==> src/rtl/smb_idx_pkg.sv <==
package smb_idx_pkg;
  typedef enum logic [2:0] {
    ST_IDLE, ST_RX, ST_RACK, ST_TX, ST_TACK, ST_IGNORE
  } st_t;
  typedef enum logic [1:0] {
    KD_ADDR, KD_OFFS, KD_CNT, KD_DATA
  } kind_t;
endpackage

==> src/rtl/smb_line_sync.sv <==
module smb_line_sync #(
  parameter int STAGES = 2
) (
  input  logic clk,
  input  logic rst,
  input  logic scl_i,
  input  logic sda_i,
  output logic scl_s,
  output logic sda_s,
  output logic scl_rise,
  output logic scl_fall,
  output logic start_det,
  output logic stop_det
);
  logic [STAGES-1:0] scl_p, sda_p;
  logic scl_d, sda_d;

  always_ff @(posedge clk) begin
    if (rst) begin
      scl_p <= '1;
      sda_p <= '1;
      scl_d <= 1'b1;
      sda_d <= 1'b1;
    end else begin
      scl_p <= {scl_p[STAGES-2:0], scl_i};
      sda_p <= {sda_p[STAGES-2:0], sda_i};
      scl_d <= scl_p[STAGES-1];
      sda_d <= sda_p[STAGES-1];
    end
  end

  assign scl_s     = scl_p[STAGES-1];
  assign sda_s     = sda_p[STAGES-1];
  assign scl_rise  = scl_s & ~scl_d;
  assign scl_fall  = ~scl_s & scl_d;
  assign start_det = scl_s & scl_d & sda_d & ~sda_s;
  assign stop_det  = scl_s & scl_d & ~sda_d & sda_s;
endmodule

==> src/rtl/smb_reg_bank.sv <==
module smb_reg_bank #(
  parameter int NUM_REGS = 4,
  parameter logic [7:0] RESET_VAL = 8'hFF,
  localparam int AW = (NUM_REGS > 1) ? $clog2(NUM_REGS) : 1
) (
  input  logic                    clk,
  input  logic                    rst,
  input  logic                    we,
  input  logic [AW-1:0]           waddr,
  input  logic [7:0]              wdata,
  output logic [NUM_REGS*8-1:0]   regs_flat
);
  for (genvar g = 0; g < NUM_REGS; g++) begin : g_reg
    always_ff @(posedge clk) begin
      if (rst)
        regs_flat[g*8 +: 8] <= RESET_VAL;
      else if (we && (waddr == AW'(g)))
        regs_flat[g*8 +: 8] <= wdata;
    end
  end


  bank_hold_chk: assert property (@(posedge clk) disable iff (rst)
    !$past(we) |-> $stable(regs_flat));
endmodule

==> src/rtl/smb_out_gate.sv <==
module smb_out_gate #(
  parameter int NUM_OUT = 12
) (
  input  logic               clk,
  input  logic               rst,
  input  logic [NUM_OUT-1:0] en_bits,
  input  logic [NUM_OUT-2:0] oe_pin_n,
  output logic [NUM_OUT-1:0] clk_en
);
  for (genvar g = 0; g < NUM_OUT; g++) begin : g_out
    localparam int PIDX = (g > NUM_OUT - 2) ? NUM_OUT - 2 : g;
    always_ff @(posedge clk) begin
      if (rst) clk_en[g] <= 1'b0;
      else     clk_en[g] <= en_bits[g] & ~oe_pin_n[PIDX];
    end


    out_enable_chk: assert property (@(posedge clk) disable iff (rst)
      clk_en[g] |-> $past(en_bits[g] && !oe_pin_n[PIDX]));
  end
endmodule

==> src/rtl/smb_idx_slave.sv <==
module smb_idx_slave
  import smb_idx_pkg::*;
#(
  parameter logic [3:0] ADDR_HI     = 4'b1101,
  parameter int         NUM_REGS    = 4,
  parameter int         NUM_OUT     = 12,
  parameter int         SYNC_STAGES = 2
) (
  input  logic               clk,
  input  logic               rst,
  input  logic               scl_i,
  input  logic               sda_i,
  output logic               sda_oe,
  input  logic [2:0]         strap_i,
  input  logic [NUM_OUT-2:0] oe_pin_n,
  output logic [NUM_OUT-1:0] clk_en
);
  localparam int AW = (NUM_REGS > 1) ? $clog2(NUM_REGS) : 1;

  logic scl_s, sda_s, scl_rise, scl_fall, start_det, stop_det;
  logic [NUM_REGS*8-1:0] regs_flat;
  logic [2:0] strap_q;
  st_t   state;
  kind_t kind;
  logic [7:0] shreg, txsh, ptr, remain;
  logic [3:0] bitcnt;
  logic go_tx, hack;
  logic in_bank, wr_fire, we;
  logic [7:0] avail, rd_byte, ptr_inc;
  logic [6:0] my_addr;

  smb_line_sync #(.STAGES(SYNC_STAGES)) sync_i (
    .clk(clk), .rst(rst), .scl_i(scl_i), .sda_i(sda_i),
    .scl_s(scl_s), .sda_s(sda_s), .scl_rise(scl_rise), .scl_fall(scl_fall),
    .start_det(start_det), .stop_det(stop_det));

  smb_reg_bank #(.NUM_REGS(NUM_REGS), .RESET_VAL(8'hFF)) bank_i (
    .clk(clk), .rst(rst), .we(we), .waddr(ptr[AW-1:0]), .wdata(shreg),
    .regs_flat(regs_flat));

  smb_out_gate #(.NUM_OUT(NUM_OUT)) gate_i (
    .clk(clk), .rst(rst), .en_bits(regs_flat[NUM_OUT-1:0]),
    .oe_pin_n(oe_pin_n), .clk_en(clk_en));

  always_comb begin
    my_addr = {ADDR_HI, strap_q};
    in_bank = ptr < 8'(NUM_REGS);
    avail   = in_bank ? 8'(NUM_REGS) - ptr : 8'h00;
    rd_byte = in_bank ? regs_flat[{ptr[AW-1:0], 3'b000} +: 8] : 8'h00;
    ptr_inc = (ptr == 8'hFF) ? ptr : ptr + 8'd1;
    wr_fire = (state == ST_RX) && scl_fall && (bitcnt == 4'd8) &&
              (kind == KD_DATA) && (remain != 8'd0) && !start_det && !stop_det;
    we      = wr_fire && in_bank;
  end

  always_ff @(posedge clk) begin
    if (rst) begin
      strap_q <= 3'b000;
      state   <= ST_IDLE;
      kind    <= KD_ADDR;
      shreg   <= 8'h00;
      txsh    <= 8'h00;
      ptr     <= 8'h00;
      remain  <= 8'h00;
      bitcnt  <= 4'd0;
      go_tx   <= 1'b0;
      hack    <= 1'b0;
      sda_oe  <= 1'b0;
    end else begin
      strap_q <= strap_i;
      if (start_det) begin
        state  <= ST_RX;
        kind   <= KD_ADDR;
        bitcnt <= 4'd0;
        sda_oe <= 1'b0;
      end else if (stop_det) begin
        state  <= ST_IDLE;
        sda_oe <= 1'b0;
      end else begin
        unique case (state)
          ST_RX: begin
            if (scl_rise && bitcnt < 4'd8) begin
              shreg  <= {shreg[6:0], sda_s};
              bitcnt <= bitcnt + 4'd1;
            end else if (scl_fall && bitcnt == 4'd8) begin
              bitcnt <= 4'd0;
              go_tx  <= 1'b0;
              unique case (kind)
                KD_ADDR: begin
                  if (shreg[7:1] == my_addr) begin
                    sda_oe <= 1'b1;
                    state  <= ST_RACK;
                    go_tx  <= shreg[0];
                    kind   <= KD_OFFS;
                  end else begin
                    state <= ST_IGNORE;
                  end
                end
                KD_OFFS: begin
                  ptr    <= shreg;
                  sda_oe <= 1'b1;
                  state  <= ST_RACK;
                  kind   <= KD_CNT;
                end
                KD_CNT: begin
                  if (shreg == 8'h00) begin
                    state <= ST_IGNORE;
                  end else begin
                    remain <= shreg;
                    sda_oe <= 1'b1;
                    state  <= ST_RACK;
                    kind   <= KD_DATA;
                  end
                end
                default: begin
                  if (remain == 8'h00) begin
                    state <= ST_IGNORE;
                  end else begin
                    remain <= remain - 8'd1;
                    ptr    <= ptr_inc;
                    sda_oe <= 1'b1;
                    state  <= ST_RACK;
                  end
                end
              endcase
            end
          end
          ST_RACK: begin
            if (scl_fall) begin
              if (go_tx) begin
                state  <= ST_TX;
                txsh   <= avail;
                sda_oe <= ~avail[7];
              end else begin
                state  <= ST_RX;
                sda_oe <= 1'b0;
              end
            end
          end
          ST_TX: begin
            if (scl_fall) begin
              if (bitcnt == 4'd7) begin
                bitcnt <= 4'd0;
                sda_oe <= 1'b0;
                state  <= ST_TACK;
              end else begin
                bitcnt <= bitcnt + 4'd1;
                txsh   <= {txsh[6:0], 1'b0};
                sda_oe <= ~txsh[6];
              end
            end
          end
          ST_TACK: begin
            if (scl_rise) begin
              hack <= ~sda_s;
            end else if (scl_fall) begin
              if (hack) begin
                txsh   <= rd_byte;
                sda_oe <= ~rd_byte[7];
                ptr    <= ptr_inc;
                state  <= ST_TX;
              end else begin
                sda_oe <= 1'b0;
                state  <= ST_IGNORE;
              end
            end
          end
          default: sda_oe <= 1'b0;
        endcase
      end
    end
  end


  sda_low_scl_chk: assert property (@(posedge clk) disable iff (rst)
    ((sda_oe != $past(sda_oe)) && !$past(start_det || stop_det)) |-> !$past(scl_s));


  stop_idle_chk: assert property (@(posedge clk) disable iff (rst)
    stop_det |=> (!sda_oe && state == ST_IDLE));


  start_rx_chk: assert property (@(posedge clk) disable iff (rst)
    start_det |=> (!sda_oe && state == ST_RX && kind == KD_ADDR));
endmodule

==> config.mk <==
export PLATFORM = sky130hd
export DESIGN_NAME = smb_idx_slave
export DESIGN_NICKNAME = d
export VERILOG_FILES = /design/src/rtl/smb_idx_pkg.sv /design/src/rtl/smb_line_sync.sv /design/src/rtl/smb_reg_bank.sv /design/src/rtl/smb_out_gate.sv /design/src/rtl/smb_idx_slave.sv
export SDC_FILE = /design/constraint.sdc
export NUM_CORES = 1
export LEC_CHECK = 0
export BUFFER_PORTS_ARGS = -buffer_cell sky130_fd_sc_hd__buf_4
export CORE_UTILIZATION = 60
export CTS_CLUSTER_DIAMETER = 100
export DETAILED_ROUTE_END_ITERATION = 16
export GPL_TIMING_DRIVEN = 1
export HOLD_SLACK_MARGIN = 0.1
export PLACE_DENSITY = 0.85
export SETUP_SLACK_MARGIN = 0.15
export SLEW_MARGIN = 20
export SYNTH_ARGS = -nofsm -noshare
export SYNTH_HDL_FRONTEND = slang
export SYNTH_SLANG_ARGS = --single-unit
==> constraint.sdc <==
create_clock -name clk -period 4 [get_ports clk]
set_input_delay 0.6 -clock clk [delete_from_list [all_inputs] [get_ports clk]]
set_output_delay 0.6 -clock clk [all_outputs]
set_load 0.02 [all_outputs]
After elaboration in Yosys (flattened, before gate mapping)
Index checks and enable logic that the tools add are counted. Widths: inputs -> output; s select.

Add/sub/neg operators: 4. $lt $le $gt $ge: 2. Eq/ne operators: 40. Shift-type cells: 1. Muxes and demuxes: 62. Bitwise logic cells: 41. Reduce and logical (&&, ||, !) cells: 41.

Operator list (number): $mux 8 (11); $mux 7 (7); $pmux 8 s2 (3); $mux 3 (11); $shiftx 32x6->8 (1); $ne 2x2->1 const B (12); $ne 4x4->1 const B (6); $reduce_and 8->1 (3); $not 1->1 (22); $pmux 7 s3 (1); $reduce_and 10->1 (2); $and 1x1->1 (19); $logic_not 8->1 (2); $mux 1 (16); $mux 4 (4); $logic_and 1x1->1 (13); $pmux 3 s4 (1); $reduce_and 4->1 (3); $pmux 3 s3 (1); $reduce_and 9->1 (1); $add 8x1->8 const B (1); $eq 2x2->1 const B (4); $eq 8x8->1 const B (1); $lt 8x3->1 const B (1); other kinds (33) (45).

Register bits after elaboration: 96. Input port bits: 18. Output and inout bits: 13. Logic and storage cells: 223.

Logic depth before layout (Yosys ltp)
Depth after elaboration: 10. Mapped depth: 9. Depth with buffers taken out: 7.

Modules after synthesis
A second synthesis with hierarchy kept.

Cell total of the unflattened synthesis: 538. Area total of the unflattened synthesis: 4958.5 um^2.

Modules (own cells, without submodules): smb_idx_slave (instances 1, cells an instance 382, area an instance 3200.6 um^2, seq. area each 920.9 um^2); smb_reg_bank (instances 1, cells an instance 115, area an instance 1176.1 um^2, seq. area each 640.6 um^2); smb_out_gate (instances 1, cells an instance 25, area an instance 391.6 um^2, seq. area each 240.2 um^2); smb_line_sync (instances 1, cells an instance 16, area an instance 190.2 um^2, seq. area each 120.1 um^2).

Worst setup path before layout
No wires, ideal clock.

Kind: reg-to-reg. Start point: register ptr[2]. End point: register bank_i.regs_flat[0]. Library setup time: 120 ps. Arrival: 1958 ps. Data required time: 3880 ps. Slack: 1922 ps. Cell stages (with the launch flop): 7. Path buffers: 2. Clock period less this slack: 2078 ps. Path through: dfxtp_1 > buf_2 > or4_1 > and4bb_4 > nand4_4 > buf_6 > a211o_1.

Word-level cells in the longest chain between the ends: 3.

RTL lines: start: declaration (RTL line smb_idx_slave.sv:25) `logic [7:0] shreg, txsh, ptr, remain;`; start signal: assignment (RTL line smb_idx_slave.sv:100) `ptr <= shreg;`; start signal: assignment (RTL line smb_idx_slave.sv:120) `ptr <= ptr_inc;`; start signal: assignment (RTL line smb_idx_slave.sv:160) `ptr <= ptr_inc;`; $lt 8x3->1 (RTL line smb_idx_slave.sv:47) `in_bank = ptr < 8'(NUM_REGS);`; $logic_and 1x1->1 (RTL line smb_idx_slave.sv:53) `we = wr_fire && in_bank;`; $logic_and 1x1->1 (RTL line smb_reg_bank.sv:17) `else if (we && (waddr == AW'(g)))`; end signal: indexed assignment (RTL line smb_reg_bank.sv:18) `regs_flat[g*8 +: 8] <= wdata;`; end: declaration (RTL line smb_reg_bank.sv:11) `output logic [NUM_REGS*8-1:0] regs_flat`.

Every way passes these cells. A chain may end at the register's enable or synchronous reset.

Worst setup path in the final report
Start point: register state[2]. End point: register txsh[0].

Word-level cells in the longest chain between the ends: 3. Elaborated cells on any way between the ends: 13. Those cells by class: eq/ne (10); mux (1); reduce/logical (2).

RTL lines: start: declaration (RTL line smb_idx_slave.sv:23) `st_t state;`; start signal: assignment (RTL line smb_idx_slave.sv:59) `state <= ST_IDLE;`; start signal: assignment (RTL line smb_idx_slave.sv:72) `state <= ST_RX;`; start signal: assignment (RTL line smb_idx_slave.sv:77) `state <= ST_IDLE;`; $eq 3x2->1 / $eq 3x3->1 (equally long branches) (RTL line smb_idx_slave.sv:80) `unique case (state)`; $ne 2x2->1 (no line) / $reduce_bool 3->1 (equally long branches); $reduce_and 10->1 (no line); end signal: assignment (RTL line smb_idx_slave.sv:132) `txsh <= avail;`; end signal: assignment (RTL line smb_idx_slave.sv:148) `txsh <= {txsh[6:0], 1'b0};`; end signal: assignment (RTL line smb_idx_slave.sv:158) `txsh <= rd_byte;`; end: declaration (RTL line smb_idx_slave.sv:25).

Several ways; a longest one is shown, not always the timed one.

==> qor.yml <==
placed_design:
  dp.cells: 638
  placed_area_um2: 5045
  place_hpwl_um: 7431
  routabilityCongestion: 0.8939
  port_buffers: 30
  dpl_worst_slack_ns: 1.178
power:
  p_leak_nw: 1.804
  internal-power_mw: 1.234
  clkPwrFrac: 0.361
  power.total_mw: 1.638
  power_density_nw_per_um2: 313.6
  power_frac_seq: 0.594
  p_sw_mw: 0.4047
  swShare: 0.2470
  combPwrFrac: 0.046
  irDropWorstVdd_v: 0.0002068
clock_network:
  clockBufferDepth: 2
  tritoncts: "built"
  postCtsHoldBufs: 0
  worst_skew_pair.late_latency_ns: 0.37
  cts_root_buf: "clkbuf_8"
  clock_sinks: 96
  h-tree-depth: 3
  post_cts_resized: 0
  postCtsSetupRepairBufs: 0
  clkSlewWorstSetupHoldPaths_ns: 0.11
  cts_made_buffers: 9
route:
  routed_wl_um: 10820
  wl_per_cell_um: 16.54
  drc: 0
  ant_nets: 0
  drtIter0Drc: 372
  vias: 4106
  firstDrtPassIters: 5
  vias_per_cell: 6.278
cells_and_area:
  fill_cells: 650
  final_nets: 579
  layout.cells.most_common: "dfxtp_1"
  regArea_um2: 1922
  area_delta_synth_final_pct: 6.969
  final_cells: 654
  finalInstanceArea_um2: 5224
  final_cell_mix: "dfxtp_1 (96), nor2_1 (82), a21oi_1 (37)"
  drive_above_1_share: 0.1449
  diodes: 0
  multi_input_area_um2: 2691
global_routing:
  grt_use_total: 0.2675
  antenna_found_initial: 0
  grt_pass1_vias: 3745
  grt_max_degree: 92
  grt_pass1_wl_um: 18150
  gr-total-overflow: 0
sta:
  setup_tns_ns: 0
  final.period_utilization: 0.7253
  slew_headroom: 0.2864
  setup_viol: 0
  period_needed_ns: 2.901
  final.setup_skew_ns: 0.01664
  tightest_slew_ns: 1.062
  rsz0062_at_grt: "false"
  hold_violations: 0
  max_freq_mhz: 344.7
  drv_slew: 0
  fin_ws_ns: 1.099
floorplanning:
  dieArea_um2: 8504
  initial_core_util: 0.6255
  ios: 31
  rows: 32
  core-area_um2: 7807
  die_x_um: 92.22
  die_y_um: 92.22
worst_setup_path:
  cp-end-kind: "register"
  crit_path_max_fanout: 16
  crit-reg2reg-capture: "txsh[0]$_SDFFE_PP0P_"
  path_class: "reg -> reg"
  timing.rr.start: "state[2]$_SDFFE_PP0P_"
  arrival_ns: 3.11
  startpoint_type: "register"
  worstPathRequired_ns: 4.21
  ff2ff_path_depth: 5
  r2r_slack_ns: 1.10
synth:
  syn_nets: 574
  yosysWarnings: 0
  synth-edff-count: 0
  ys_types: 60
  synth_cells: 542
  ys_seq_area_frac: 0.3935
  ys.flop_type: "dfxtp_1"
  synth-async-reset-ratio: 0
  syn-cell-area_um2: 4883
  syn_avg_cell_area_um2: 9.010
  ys_ff_latch: 96
min_path:
  hold_class: "in -> reg"
  min_path_cells: 2
  hold_path_startpoint: "oe_pin_n[2]"
  whs_endpoint: "gate_i.clk_en[2]$_SDFF_PP0_"
outcome:
  outcome: "finished, final reports clean"
run:
  maxCapViolations: 0
-- flip-flops by register name (all words and copies together) (netlist names) --
name,flops
bank_i.regs_flat,32
bitcnt,4
gate_i.clk_en,12
go_tx,1
hack,1
kind,2
ptr,8
remain,8
sda_oe,1
shreg,8
state,3
strap_q,3
sync_i.scl_d,1
sync_i.scl_p,2
sync_i.sda_d,1
sync_i.sda_p,2
txsh,7
-- cells by family (layout without fill, tap and decap cells) --
logic type / count (synthesis) / in the layout / share of synthesized area
simple gates: 209 / 209 / 0.2467
compound gates: 148 / 148 / 0.2104
flops: 96 / 96 / 0.3935
buf+inv: 56 / 66 / 0.05534
fa+ha+maj: 14 / 14 / 0.03587
mux: 13 / 13 / 0.04740
xor+xnor: 6 / 6 / 0.01076
-- cell type report --
class / count / share of cell area
Clock buffer: 10 / 0.02443
Clock inverter: 6 / 0.009820
Inverter: 19 / 0.01365
Multi-Input combinational cell: 390 / 0.5152
Sequential cell: 96 / 0.3679
Tap cell: 102 / 0.02443
Timing Repair Buffer: 31 / 0.04455
-- power by group through the flow --
stage,Combinational [mW],Sequential (mW),Clock [mW]
after global routing,0.0808,0.975,0.640
final,0.0746,0.973,0.591
after detailed placement,0.0743,0.995,0
after floorplan,0.0367,1.00,0
after CTS,0.0747,0.973,0.597
after global placement,0.0734,0.995,0
-- Yosys cell counts, types with 6 or more instances --
master,instances,share of area
a211o_1,34,0.061
a211oi_1,14,0.022
a21oi_1,37,0.038
a22oi_1,9,0.014
buf_6,7,0.016
clkbuf_1,26,0.020
dfxtp_1,96,0.39
ha_1,14,0.036
inv_1,19,0.015
mux4_2,8,0.037
nand2_1,21,0.016
nand3_1,14,0.014
nand4b_1,6,0.011
nor2_1,82,0.063
nor2b_1,13,0.017
nor3b_1,14,0.022
o21ai_0,19,0.019
or2_2,12,0.015
-- stage by stage --
stage | hold slack, ns | util
2_1_floorplan | 0.3895 | -
3_3_place_gp | 0.4005 | 0.6462
3_5_place_dp | 0.3989 | 0.6462
4_1_cts | 0.3735 | 0.6691
5_1_grt | 0.3637 | 0.6691
6_report | 0.3722 | 0.6691
-- worst max-delay path, stage by stage, from the launching register on --
cell	delay, ns
dfxtp_1	0.54
or3b_1	0.66
and2_1	0.32
nor4_2	0.91
mux2i_1	0.27
nor2_1	0.05
-- layer usage --
metal / wire length (µm) / global-route usage
met1: 4932 / 0.3752
met2: 5082 / 0.4198
met3: 614 / 0.03400
met4: 190 / 0.1016
met5: 0 / 0
-- worst max path at each step --
stage                                      from                          endpoint  slack [ns]  depth (start not counted)
after floorplan             ptr[2]$_SDFFE_PP0P_  bank_i.regs_flat[0]$_SDFFE_PP1P_        1.92                          6
after detailed placement  state[2]$_SDFFE_PP0P_              txsh[0]$_SDFFE_PP0P_        1.18                          5
after CTS                 state[2]$_SDFFE_PP0P_              txsh[0]$_SDFFE_PP0P_        1.15                          5
after global placement    state[2]$_SDFFE_PP0P_              txsh[0]$_SDFFE_PP0P_        1.22                          5
final                     state[2]$_SDFFE_PP0P_              txsh[0]$_SDFFE_PP0P_        1.10                          5
after global routing      state[2]$_SDFFE_PP0P_              txsh[0]$_SDFFE_PP0P_        0.93                          5
Note: power is estimated with default switching activity, not from simulation.
